==> config.mk <==
export PLATFORM = sky130hd
export DESIGN_NAME = mbox_seq
export DESIGN_NICKNAME = d
export VERILOG_FILES = /design/src/rtl/mbox_pkg.sv /design/src/rtl/mbox_cmd_pack.sv /design/src/rtl/mbox_res_map.sv /design/src/rtl/mbox_timer.sv /design/src/rtl/mbox_seq.sv
export SDC_FILE = /design/constraint.sdc
export NUM_CORES = 1
export LEC_CHECK = 0
export CAP_MARGIN = 15
export CORE_AREA = 2 2 439 441
export CTS_CLUSTER_SIZE = 8
export DETAILED_ROUTE_END_ITERATION = 12
export DIE_AREA = 0 0 441 443
export DONT_BUFFER_PORTS = 1
export SYNTH_ARGS = -nofsm -noshare
export SYNTH_HDL_FRONTEND = slang
export SYNTH_HIERARCHICAL = 1
export SYNTH_SLANG_ARGS = --single-unit
==> constraint.sdc <==
create_clock -name clk -period 2.9 [get_ports clk]
set_input_delay 0.87 -clock clk [delete_from_list [all_inputs] [get_ports clk]]
set_output_delay 0.87 -clock clk [all_outputs]
set_load 0.05 [all_outputs]
==> src/rtl/mbox_pkg.sv <==
package mbox_pkg;

    typedef enum logic [1:0] {
        UOP_READ  = 2'd0,
        UOP_WRITE = 2'd1,
        UOP_AUTH  = 2'd2,
        UOP_PCYC  = 2'd3
    } uop_e;

    typedef enum logic [2:0] {
        RES_OK      = 3'd0,
        RES_INVAL   = 3'd1,
        RES_DENIED  = 3'd2,
        RES_IO      = 3'd3,
        RES_TIMEOUT = 3'd4,
        RES_LINK    = 3'd5
    } res_e;

    typedef enum logic [2:0] {
        S_IDLE, S_WDATA, S_WCMD, S_POLL, S_GAP, S_RSTAT, S_RDATA, S_FIN
    } st_e;

    // opcodes decoded by the far side of the mailbox
    localparam logic [3:0] WOP_WRITE = 4'h0;
    localparam logic [3:0] WOP_AUTH  = 4'h1;
    localparam logic [3:0] WOP_READ  = 4'h2;
    localparam logic [3:0] WOP_PCYC  = 4'h4;

endpackage

==> src/rtl/mbox_cmd_pack.sv <==
module mbox_cmd_pack
    import mbox_pkg::*;
#(
    parameter int             AW       = 22,
    parameter int             CW       = 5,
    parameter logic [AW-1:0]  HDR_ADDR = 22'h3F000
) (
    input  uop_e            op,
    input  logic [AW-1:0]   addr,
    input  logic [CW-1:0]   cnt,
    output logic [31:0]     word
);

    always_comb begin
        word    = '0;
        word[0] = 1'b1;
        unique case (op)
            UOP_READ: begin
                word[31:28] = WOP_READ;
                word[27:24] = (cnt >= CW'(16)) ? 4'h0 : cnt[3:0];
                word[2 +: AW] = addr;
            end
            UOP_WRITE: begin
                word[31:28] = WOP_WRITE;
                word[27:24] = 4'(cnt - CW'(1));
                word[2 +: AW] = addr;
                word[1] = (addr >= HDR_ADDR);
            end
            UOP_AUTH: word[31:28] = WOP_AUTH;
            UOP_PCYC: word[31:28] = WOP_PCYC;
            default:  word[31:28] = WOP_AUTH;
        endcase
    end

endmodule

==> src/rtl/mbox_res_map.sv <==
module mbox_res_map
    import mbox_pkg::*;
(
    input  logic [3:0] code,
    output res_e       res
);

    always_comb begin
        unique case (code)
            4'd0:    res = RES_OK;
            4'd1:    res = RES_INVAL;
            4'd2:    res = RES_DENIED;
            default: res = RES_IO;
        endcase
    end

endmodule

==> src/rtl/mbox_timer.sv <==
module mbox_timer #(
    parameter int LONG_TMO  = 500_000_000,
    parameter int SHORT_TMO = 15_000_000,
    parameter int GAP_CYC   = 5000
) (
    input  logic clk,
    input  logic rst_n,
    input  logic run,
    input  logic long_sel,
    input  logic gap_en,
    output logic hit,
    output logic gap_done
);

    localparam int TMAX = (LONG_TMO > SHORT_TMO) ? LONG_TMO : SHORT_TMO;
    localparam int TW   = $clog2(TMAX + 1);
    localparam int GW   = $clog2(GAP_CYC + 1);

    logic [TW-1:0] elapsed;
    logic [TW-1:0] limit;
    logic [GW-1:0] gap_cnt;

    assign limit    = long_sel ? TW'(LONG_TMO) : TW'(SHORT_TMO);
    assign hit      = (elapsed >= limit);
    assign gap_done = gap_en && (gap_cnt == GW'(GAP_CYC - 1));

    always_ff @(posedge clk or negedge rst_n) begin
        if (!rst_n) begin
            elapsed <= '0;
            gap_cnt <= '0;
        end else begin
            if (!run)      elapsed <= '0;
            else if (!hit) elapsed <= elapsed + TW'(1);
            if (!gap_en)   gap_cnt <= '0;
            else           gap_cnt <= gap_cnt + GW'(1);
        end
    end

endmodule

==> src/rtl/mbox_seq.sv <==
module mbox_seq
    import mbox_pkg::*;
#(
    parameter int             MAXW      = 16,
    parameter int             AW        = 22,
    parameter int             OW        = 8,
    parameter int             DATA_OFS  = 1,
    parameter int             CMD_OFS   = 17,
    parameter int             STAT_OFS  = 18,
    parameter logic [AW-1:0]  HDR_ADDR  = 22'h3F000,
    parameter int             LONG_TMO  = 500_000_000,
    parameter int             SHORT_TMO = 15_000_000,
    parameter int             GAP_CYC   = 5000,
    localparam int            CW        = $clog2(MAXW + 1)
) (
    input  logic                   clk,
    input  logic                   rst_n,
    input  logic                   start,
    input  logic [1:0]             op,
    input  logic [AW-1:0]          dw_addr,
    input  logic [CW-1:0]          count,
    input  logic [MAXW-1:0][31:0]  wr_data,
    output logic                   busy,
    output logic                   done,
    output logic [2:0]             result,
    output logic [MAXW-1:0][31:0]  rd_data,
    output logic                   acc_req,
    output logic                   acc_we,
    output logic [OW-1:0]          acc_addr,
    output logic [31:0]            acc_wdata,
    input  logic                   acc_ack,
    input  logic                   acc_err,
    input  logic                   acc_tmo,
    input  logic [31:0]            acc_rdata
);

    localparam int IW = $clog2(MAXW);

    st_e                   state, state_d;
    uop_e                  op_q;
    logic [AW-1:0]         addr_q;
    logic [CW-1:0]         cnt_q;
    logic [CW-1:0]         idx;
    logic [MAXW-1:0][31:0] wbuf;
    logic [MAXW-1:0][31:0] rbuf;
    res_e                  res_q, res_d, stat_res;
    logic [31:0]           cmd_word;
    logic                  acc_ok, acc_bad, last_word;
    logic                  tmo_hit, gap_done;

    mbox_cmd_pack #(.AW(AW), .CW(CW), .HDR_ADDR(HDR_ADDR)) u_pack (
        .op(op_q), .addr(addr_q), .cnt(cnt_q), .word(cmd_word)
    );

    mbox_res_map u_map (.code(acc_rdata[3:0]), .res(stat_res));

    mbox_timer #(.LONG_TMO(LONG_TMO), .SHORT_TMO(SHORT_TMO), .GAP_CYC(GAP_CYC)) u_tmr (
        .clk      (clk),
        .rst_n    (rst_n),
        .run      (state == S_POLL || state == S_GAP),
        .long_sel (op_q == UOP_READ || op_q == UOP_WRITE),
        .gap_en   (state == S_GAP),
        .hit      (tmo_hit),
        .gap_done (gap_done)
    );

    assign acc_ok    = acc_ack && !acc_err && !acc_tmo;
    assign acc_bad   = acc_ack && (acc_err || acc_tmo);
    assign last_word = (idx == cnt_q - CW'(1));

    // state register
    always_ff @(posedge clk or negedge rst_n) begin
        if (!rst_n) state <= S_IDLE;
        else        state <= state_d;
    end

    // captured request, word index, read buffer, result
    always_ff @(posedge clk or negedge rst_n) begin
        if (!rst_n) begin
            op_q   <= UOP_READ;
            addr_q <= '0;
            cnt_q  <= '0;
            idx    <= '0;
            wbuf   <= '0;
            rbuf   <= '0;
            res_q  <= RES_OK;
        end else begin
            if (state == S_IDLE && start) begin
                op_q   <= uop_e'(op);
                addr_q <= dw_addr;
                cnt_q  <= count;
                wbuf   <= wr_data;
                idx    <= '0;
            end
            if (acc_ok && (state == S_WDATA || state == S_RDATA))
                idx <= idx + CW'(1);
            if (acc_ok && state == S_RDATA)
                rbuf[idx[IW-1:0]] <= acc_rdata;
            if (state_d == S_FIN && state != S_FIN)
                res_q <= res_d;
        end
    end

    // next state and result
    always_comb begin
        state_d = state;
        res_d   = RES_OK;
        unique case (state)
            S_IDLE:
                if (start) state_d = (uop_e'(op) == UOP_WRITE) ? S_WDATA : S_WCMD;
            S_WDATA:
                if (acc_bad) begin
                    state_d = S_FIN;
                    res_d   = RES_LINK;
                end else if (acc_ok && last_word) begin
                    state_d = S_WCMD;
                end
            S_WCMD:
                if (acc_bad) begin
                    state_d = S_FIN;
                    res_d   = RES_LINK;
                end else if (acc_ok) begin
                    state_d = S_POLL;
                end
            S_POLL:
                if (acc_ack) begin
                    if (acc_err) begin
                        state_d = S_FIN;
                        res_d   = RES_LINK;
                    end else if (acc_tmo || acc_rdata[0]) begin
                        state_d = S_GAP;
                    end else begin
                        state_d = S_RSTAT;
                    end
                end
            S_GAP:
                if (gap_done) begin
                    state_d = tmo_hit ? S_FIN : S_POLL;
                    res_d   = RES_TIMEOUT;
                end
            S_RSTAT:
                if (acc_bad) begin
                    state_d = S_FIN;
                    res_d   = RES_LINK;
                end else if (acc_ok) begin
                    if (stat_res != RES_OK) begin
                        state_d = S_FIN;
                        res_d   = stat_res;
                    end else begin
                        state_d = (op_q == UOP_READ) ? S_RDATA : S_FIN;
                    end
                end
            S_RDATA:
                if (acc_bad) begin
                    state_d = S_FIN;
                    res_d   = RES_LINK;
                end else if (acc_ok && last_word) begin
                    state_d = S_FIN;
                end
            S_FIN:   state_d = S_IDLE;
            default: state_d = S_IDLE;
        endcase
    end

    // outputs
    always_comb begin
        busy      = (state != S_IDLE);
        done      = (state == S_FIN);
        result    = res_q;
        rd_data   = rbuf;
        acc_req   = 1'b0;
        acc_we    = 1'b0;
        acc_addr  = OW'(CMD_OFS);
        acc_wdata = cmd_word;
        unique case (state)
            S_WDATA: begin
                acc_req   = 1'b1;
                acc_we    = 1'b1;
                acc_addr  = OW'(DATA_OFS) + OW'(idx);
                acc_wdata = wbuf[idx[IW-1:0]];
            end
            S_WCMD: begin
                acc_req = 1'b1;
                acc_we  = 1'b1;
            end
            S_POLL:  acc_req = 1'b1;
            S_RSTAT: begin
                acc_req  = 1'b1;
                acc_addr = OW'(STAT_OFS);
            end
            S_RDATA: begin
                acc_req  = 1'b1;
                acc_addr = OW'(DATA_OFS) + OW'(idx);
            end
            default: acc_req = 1'b0;
        endcase
    end

endmodule

==> flow_summary.json, run 1 <==
{
  "post-route-period-util_pct": 138,
  "setup_viol": 43,
  "ys_types": 72,
  "worstSetupStartpoint": "idx[0]",
  "finish.utilization_pct": 29.9,
  "violations": "negative setup slack",
  "drv_slew": 0,
  "clk_latency_ps": 800,
  "io_pins": 1138,
  "crit_path_end_kind": "output pin",
  "cts_max_level": 4,
  "fin_crit_ps": 4000,
  "crit_required_ps": 2030,
  "hold_path_class": "in -> reg",
  "dp_hpwl_um": 112000,
  "grt_max_degree": 99,
  "grt.total_usage_pct": 15.6,
  "worst_slack_ps": -1100,
  "core_um2": 191000,
  "nFillCells": 18900,
  "cp.arrival_ps": 3130,
  "num_rows": 161,
  "finClkSkew_ps": 32.6,
  "grt_pass1_wl_um": 219000,
  "ys_warn_count": 6,
  "area_growth_syn_to_layout_pct": 21.0,
  "ys.flop_type": "dfrtp_1",
  "grt_pass1_vias": 28800,
  "synth_cells": 2970,
  "rsz0062_at_grt": "true",
  "crit_path_max_fanout": 9,
  "fmax_mhz": 250,
  "critPathKind": "reg -> out",
  "nets": 3726,
  "drt_iter0_markers": 1362,
  "path_clk_slew_ps": 50,
  "crit_chain": "buf_12, buf_12, buf_4, mux4_2, mux4_2, mux2_4",
  "syn-cell-area_um2": 47200,
  "instances_no_fill": 5713,
  "place_congestion": 0.848,
  "antenna_left": 0,
  "synth-edff-count": 0,
  "worstSetupEndpoint": "acc_wdata[20]",
  "status": "finished with violations",
  "cts-root-buf": "clkbuf_16",
  "critical-path-slowest-cell": "mux4_2",
  "wl_um": 156000,
  "start_util_pct": 24.7,
  "port_buffers": 0,
  "ys_ff_latch": 1106,
  "power_uw": 59300,
  "r2r_start": "op_q[1]",
  "vias_per_cell": 4.75,
  "globalRouteOverflowTotal": 0,
  "antenna_found_initial": 84,
  "tritoncts": "yes",
  "drive_gt1_share_pct": 52.5,
  "first_pass_iters": 7,
  "cts_inserted_buffers": 158,
  "drc_errors": 0,
  "syn_avg_cell_area_um2": 15.9,
  "worstMarginPinSlew_ps": 799,
  "ys_seq_area_share_pct": 58.7,
  "slew_headroom_pct": 46.3,
  "cts_max_path_buffers": 3,
  "synthArstFlopShare_pct": 100,
  "worstSetupStartpointType": "register",
  "leakagePower_uw": 0.0253,
  "powerDensity_nw_per_um2": 1040,
  "ff2ff_setup_slack_ps": -330,
  "cpPeakStageDelay_ps": 510,
  "die_x_um": 441,
  "hold_viol": 0,
  "maxCapViolCount": 0,
  "die_area_um2": 195000,
  "fp.dieH_um": 443,
  "vias": 27200,
  "worstReg2RegEnd": "result[0]",
  "wire_per_inst_um": 27.3,
  "clock_sinks": 1106,
  "worst-r2r-cell-count": 16,
  "placed_cells": 5449,
  "ir_drop_mv": 0.627
}
logic make-up after synthesis:
group	after synthesis	share of synthesized area, %
buf+inv	230	2.39
compound gates	74	1.10
fa+ha+maj	20	0.530
other cells	4	0.0318
simple gates	251	3.00
mux	1249	33.6
xor+xnor	36	0.668
flops	1106	58.7
report_power, final:
part	internal, uW	switching (uW)
clock	9870	6790
combinational	9820	7370
sequential	19900	5480
total	39600	19600
metal layers:
metal	track usage (%)	share of wire [%]
met3	5.88	8.4
met1	16.5	36
met4	6.92	4.2
met5	0	0.38
met2	27.2	51
worst max-delay path: cells and delay by family, from the launching register on:
| kind | cells | cell delay (ps) |
|---|---|---|
| mux | 3 | 1330 |
| flops | 1 | 500 |
| buf+inv | 3 | 460 |
placed cells by master (no fill, tap or decap), types with 9 or more instances in the layout:
master / count
nor2b_1: 30
diode_2: 37
a21oi_1: 13
buf_4: 95
and2_1: 12
mux4_2: 160
ha_1: 11
dfrtp_1: 1101
nand2_2: 17
buf_6: 21
nor3_1: 10
mux2_4: 33
nand2_1: 33
o21ai_0: 16
nor2_1: 36
mux2_1: 62
ha_4: 9
mux2_2: 988
buf_12: 66
nand3_1: 18
xnor2_1: 28
and3_1: 15
inv_1: 13
clkbuf_16: 162
cells in the mapped netlist (3+ instances only):
| master | number | area, um2 |
|---|---|---|
| clkbuf_1 | 71 | 267 |
| nand2b_1 | 9 | 56.3 |
| o21a_1 | 4 | 30.0 |
| o21ai_1 | 3 | 15.0 |
| mux2_1 | 63 | 709 |
| xnor2_1 | 28 | 245 |
| nor2b_1 | 31 | 194 |
| buf_2 | 116 | 581 |
| a21oi_1 | 17 | 85.1 |
| and3_1 | 16 | 100 |
| nor4_1 | 11 | 68.8 |
| or3_1 | 8 | 50.1 |
| nand4_1 | 6 | 37.5 |
| mux2_2 | 1020 | 11500 |
| a21o_1 | 4 | 30.0 |
| nor3_1 | 11 | 55.1 |
| nor4_4 | 4 | 85.1 |
| inv_1 | 21 | 78.8 |
| nand2_1 | 51 | 191 |
| mux2i_1 | 6 | 60.1 |
| and2_1 | 13 | 81.3 |
| buf_6 | 12 | 135 |
| nor2_1 | 44 | 165 |
| o21ai_0 | 18 | 90.1 |
| mux4_2 | 160 | 3600 |
| nand3_1 | 23 | 115 |
| conb_1 | 4 | 15.0 |
| nand3b_1 | 5 | 37.5 |
| dfrtp_1 | 1106 | 27700 |
| ha_1 | 20 | 250 |
| buf_4 | 5 | 37.5 |
| xor2_1 | 8 | 70.1 |
stage by stage:
step,hold slack (ps),worst slack (ps),instance area [um2],TNS [ps]
finish,208,-1100,57100,-36620
global route,132,-1220,57100,-42080
CTS,105,-1260,56600,-41050
detailed placement,465,-426,51400,-10260
global placement,450,-410,51400,-9910
floorplan,431,-121,47300,-2760
worst min path at each step:
stage,startpoint,to,slack (ps),cells after the start
floorplan,u_tmr/gap_cnt[0],u_tmr/gap_cnt[0],430,1
global placement,u_tmr/gap_cnt[0],u_tmr/gap_cnt[0],450,1
detailed placement,u_tmr/gap_cnt[0],u_tmr/gap_cnt[0],460,1
CTS,acc_rdata[28],rd_data[156],110,1
global route,acc_rdata[6],rd_data[294],130,1
finish,acc_rdata[8],rd_data[296],210,1
registers in the layout, summed over array words and instances (netlist names), 5 cells and up:
| name | flops |
|---|---|
| rd_data | 512 |
| addr_q | 22 |
| wbuf | 512 |
| u_tmr/elapsed | 29 |
| cnt_q | 5 |
| u_tmr/gap_cnt | 13 |
| idx | 5 |
layout make-up:
class / instances / area [um2] / share of cell area [%]
clock buffer: 166 / 4030 / 7.05
inverter: 23 / 119 / 0.208
multi-input combinational: 1636 / 19000 / 33.2
antenna: 37 / 92.6 / 0.162
timing repair buffer: 202 / 2720 / 4.77
clock inverter: 17 / 317 / 0.555
tap: 2526 / 3160 / 5.54
sequential: 1106 / 27700 / 48.5
what timing repair did:
item	in CTS	in global routing
setup buffers	28	10
hold buffers	1	0
endpoints found under the setup margin	44	46
cloned	6	3
pin swaps	13	19
resized for setup	90	60
hold endpoints to repair	12	0
Power figures use the tool's default switching activity.
==> inputs of run 2 (changes only) <==
--- a/config.mk
+++ b/config.mk
@@ -11,6 +11,7 @@
 export DETAILED_ROUTE_END_ITERATION = 12
 export DIE_AREA = 0 0 441 443
 export DONT_BUFFER_PORTS = 1
+export REMOVE_ABC_BUFFERS = 1
 export SYNTH_ARGS = -nofsm -noshare
 export SYNTH_HDL_FRONTEND = slang
 export SYNTH_HIERARCHICAL = 1
==> run 2 against run 1 <==
  * The run ends with negative hold slack, negative setup slack left
  * Sequential power about the same
  * Clock skew up 42 ps
  * Worst setup slack worse by 3.0 ps
  * Clock power up 3%
  * Clock-buffer cell count up 3
  * Sequential cell count unchanged
  * Design area down 1.1%
  * Critical endpoint is now acc_wdata[22]
  * Largest power group unchanged
==> flow_summary.json, run 2 (synthesized netlist as in run 1, its figures left out) <==
{
  "placed_cells": 5412,
  "cts-root-buf": "clkbuf_16",
  "final_common_cell": "dfrtp_1",
  "worstSetupStartpointType": "register",
  "port_buffers": 0,
  "core_um2": 191000,
  "tritoncts": "yes",
  "mostFrequentLayoutCells": "1101 x dfrtp_1, 988 x mux2_2, 161 x clkbuf_16",
  "wl_um": 160000,
  "fin_crit_ps": 4010,
  "nets": 3670,
  "globalRouteOverflowTotal": 0,
  "clock_power_share_pct": 29.0,
  "leakagePower_uw": 0.0250,
  "area_growth_syn_to_layout_pct": 19.6,
  "swShare_pct": 33.5,
  "place_congestion": 0.902,
  "finClkSkew_ps": 74.1,
  "powerDensity_nw_per_um2": 1050,
  "worstSetupEndpoint": "acc_wdata[22]",
  "wire_per_inst_um": 28.2,
  "worstSetupStartpoint": "idx[0]",
  "start_util_pct": 24.7,
  "rsz0062_at_grt": "true",
  "die_area_um2": 195000,
  "critPathKind": "reg -> out",
  "power_uw": 59200,
  "first_pass_iters": 8,
  "clk_latency_ps": 830,
  "hold_path_class": "in -> async",
  "switchingPower_uw": 19900,
  "worst_slack_ps": -1110,
  "ff2ff_setup_slack_ps": 50,
  "drt_iter0_markers": 1727,
  "p_int_uw": 39400,
  "die_x_um": 441,
  "antenna_found_initial": 77,
  "crit_path_max_fanout": 16,
  "fmax_mhz": 250,
  "drc_errors": 0,
  "grt_pass1_vias": 28200,
  "crit_path_end_kind": "output pin",
  "grt.total_usage_pct": 15.8,
  "worstMarginPinSlew_ps": 1280,
  "violations": "negative hold slack, negative setup slack",
  "whs_ps": -218,
  "antenna_left": 0,
  "crit_required_ps": 2030,
  "cts_inserted_buffers": 159,
  "io_pins": 1138,
  "worst-r2r-cell-count": 14,
  "p_seq_share_pct": 43.0,
  "cts_max_path_buffers": 3,
  "path_clk_slew_ps": 60,
  "drive_gt1_share_pct": 50.9,
  "maxCapViolCount": 0,
  "setup_viol": 38,
  "vias": 27400,
  "r2r_start": "op_q[1]",
  "post-route-period-util_pct": 138,
  "dp_slack_ps": -391,
  "slew_headroom_pct": 14.6,
  "num_rows": 161,
  "ir_drop_mv": 0.672,
  "grt_pass1_wl_um": 221000,
  "dp_hpwl_um": 113000,
  "vias_per_cell": 4.82,
  "clock_sinks": 1106,
  "hold_viol": 156,
  "worstReg2RegEnd": "result[1]",
  "fp.dieH_um": 443,
  "instances_no_fill": 5683,
  "grt_max_degree": 1107,
  "status": "finished with violations",
  "drv_slew": 0,
  "comb_power_share_pct": 28.0,
  "cp.arrival_ps": 3140,
  "cts_max_level": 4
}
run 2: cell types whose count changed in the layout (fill, tap and decap cells not counted), moves of 6 or more:
| cell | change |
|---|---|
| buf_12 | -13 |
| buf_6 | -12 |
| buf_4 | -25 |
| nor4_1 | +6 |
| nor2_1 | +6 |
| diode_2 | +20 |
| clkinv_16 | +8 |
run 2: worst min-delay path by stage:
stage	start	end	slack [ps]
2_1_floorplan	u_tmr/gap_cnt[0]	u_tmr/gap_cnt[0]	430
3_3_place_gp	u_tmr/gap_cnt[0]	u_tmr/gap_cnt[0]	450
3_5_place_dp	u_tmr/gap_cnt[0]	u_tmr/gap_cnt[0]	460
4_1_cts	rst_n	u_tmr/elapsed[0]	-220
5_1_grt	rst_n	idx[1]	-290
6_report	rst_n	idx[1]	-220
run 2: worst max-delay path, cell delays in order (launching register included):
cell	delay, ps
dfrtp_4	440
buf_12	190
buf_12	200
mux4_2	510
mux4_2	600
mux2_4	390
run 2: through the flow:
stage                     cell area, um2  setup TNS [ps]  util, %
final                              56400          -34910     29.5
after global routing               56400          -39050     29.5
after CTS                          55900          -37940     29.2
after detailed placement           50800           -9090     26.6
after global placement             50800           -9050     26.6
after floorplan                    46100        -8874120        -
run 2: timing repair:
item	CTS	global route
endpoints found under the setup margin	43	48
hold endpoints to repair	1045	156
gates cloned	2	2
buffers inserted	13	5
gates resized for setup	78	44
pin swaps	7	7
run 2: layout make-up:
type,count,area (um2)
repair buffers,146,2020
clock inverters,21,484
clock buffers,169,4050
inverters,23,96.3
multi-input cells,1635,18800
well taps,2526,3160
diodes,57,143
fillers,19000,135000
flip-flops and latches,1106,27700
run 2: power by group through the flow:
stage | clock network, uW | registers, uW | logic (uW)
2_1_floorplan | 0 | 24000 | 11000
3_3_place_gp | 0 | 25600 | 14900
3_5_place_dp | 0 | 25600 | 15300
4_1_cts | 17600 | 25400 | 16100
5_1_grt | 18200 | 25900 | 17700
6_report | 17200 | 25500 | 16600
run 2: routing by layer:
layer / global-route usage (%) / wire length (um)
met1: 17.7 / 58300
met2: 26.5 / 80500
met3: 5.54 / 13900
met4: 7.97 / 7410
met5: 0 / 295
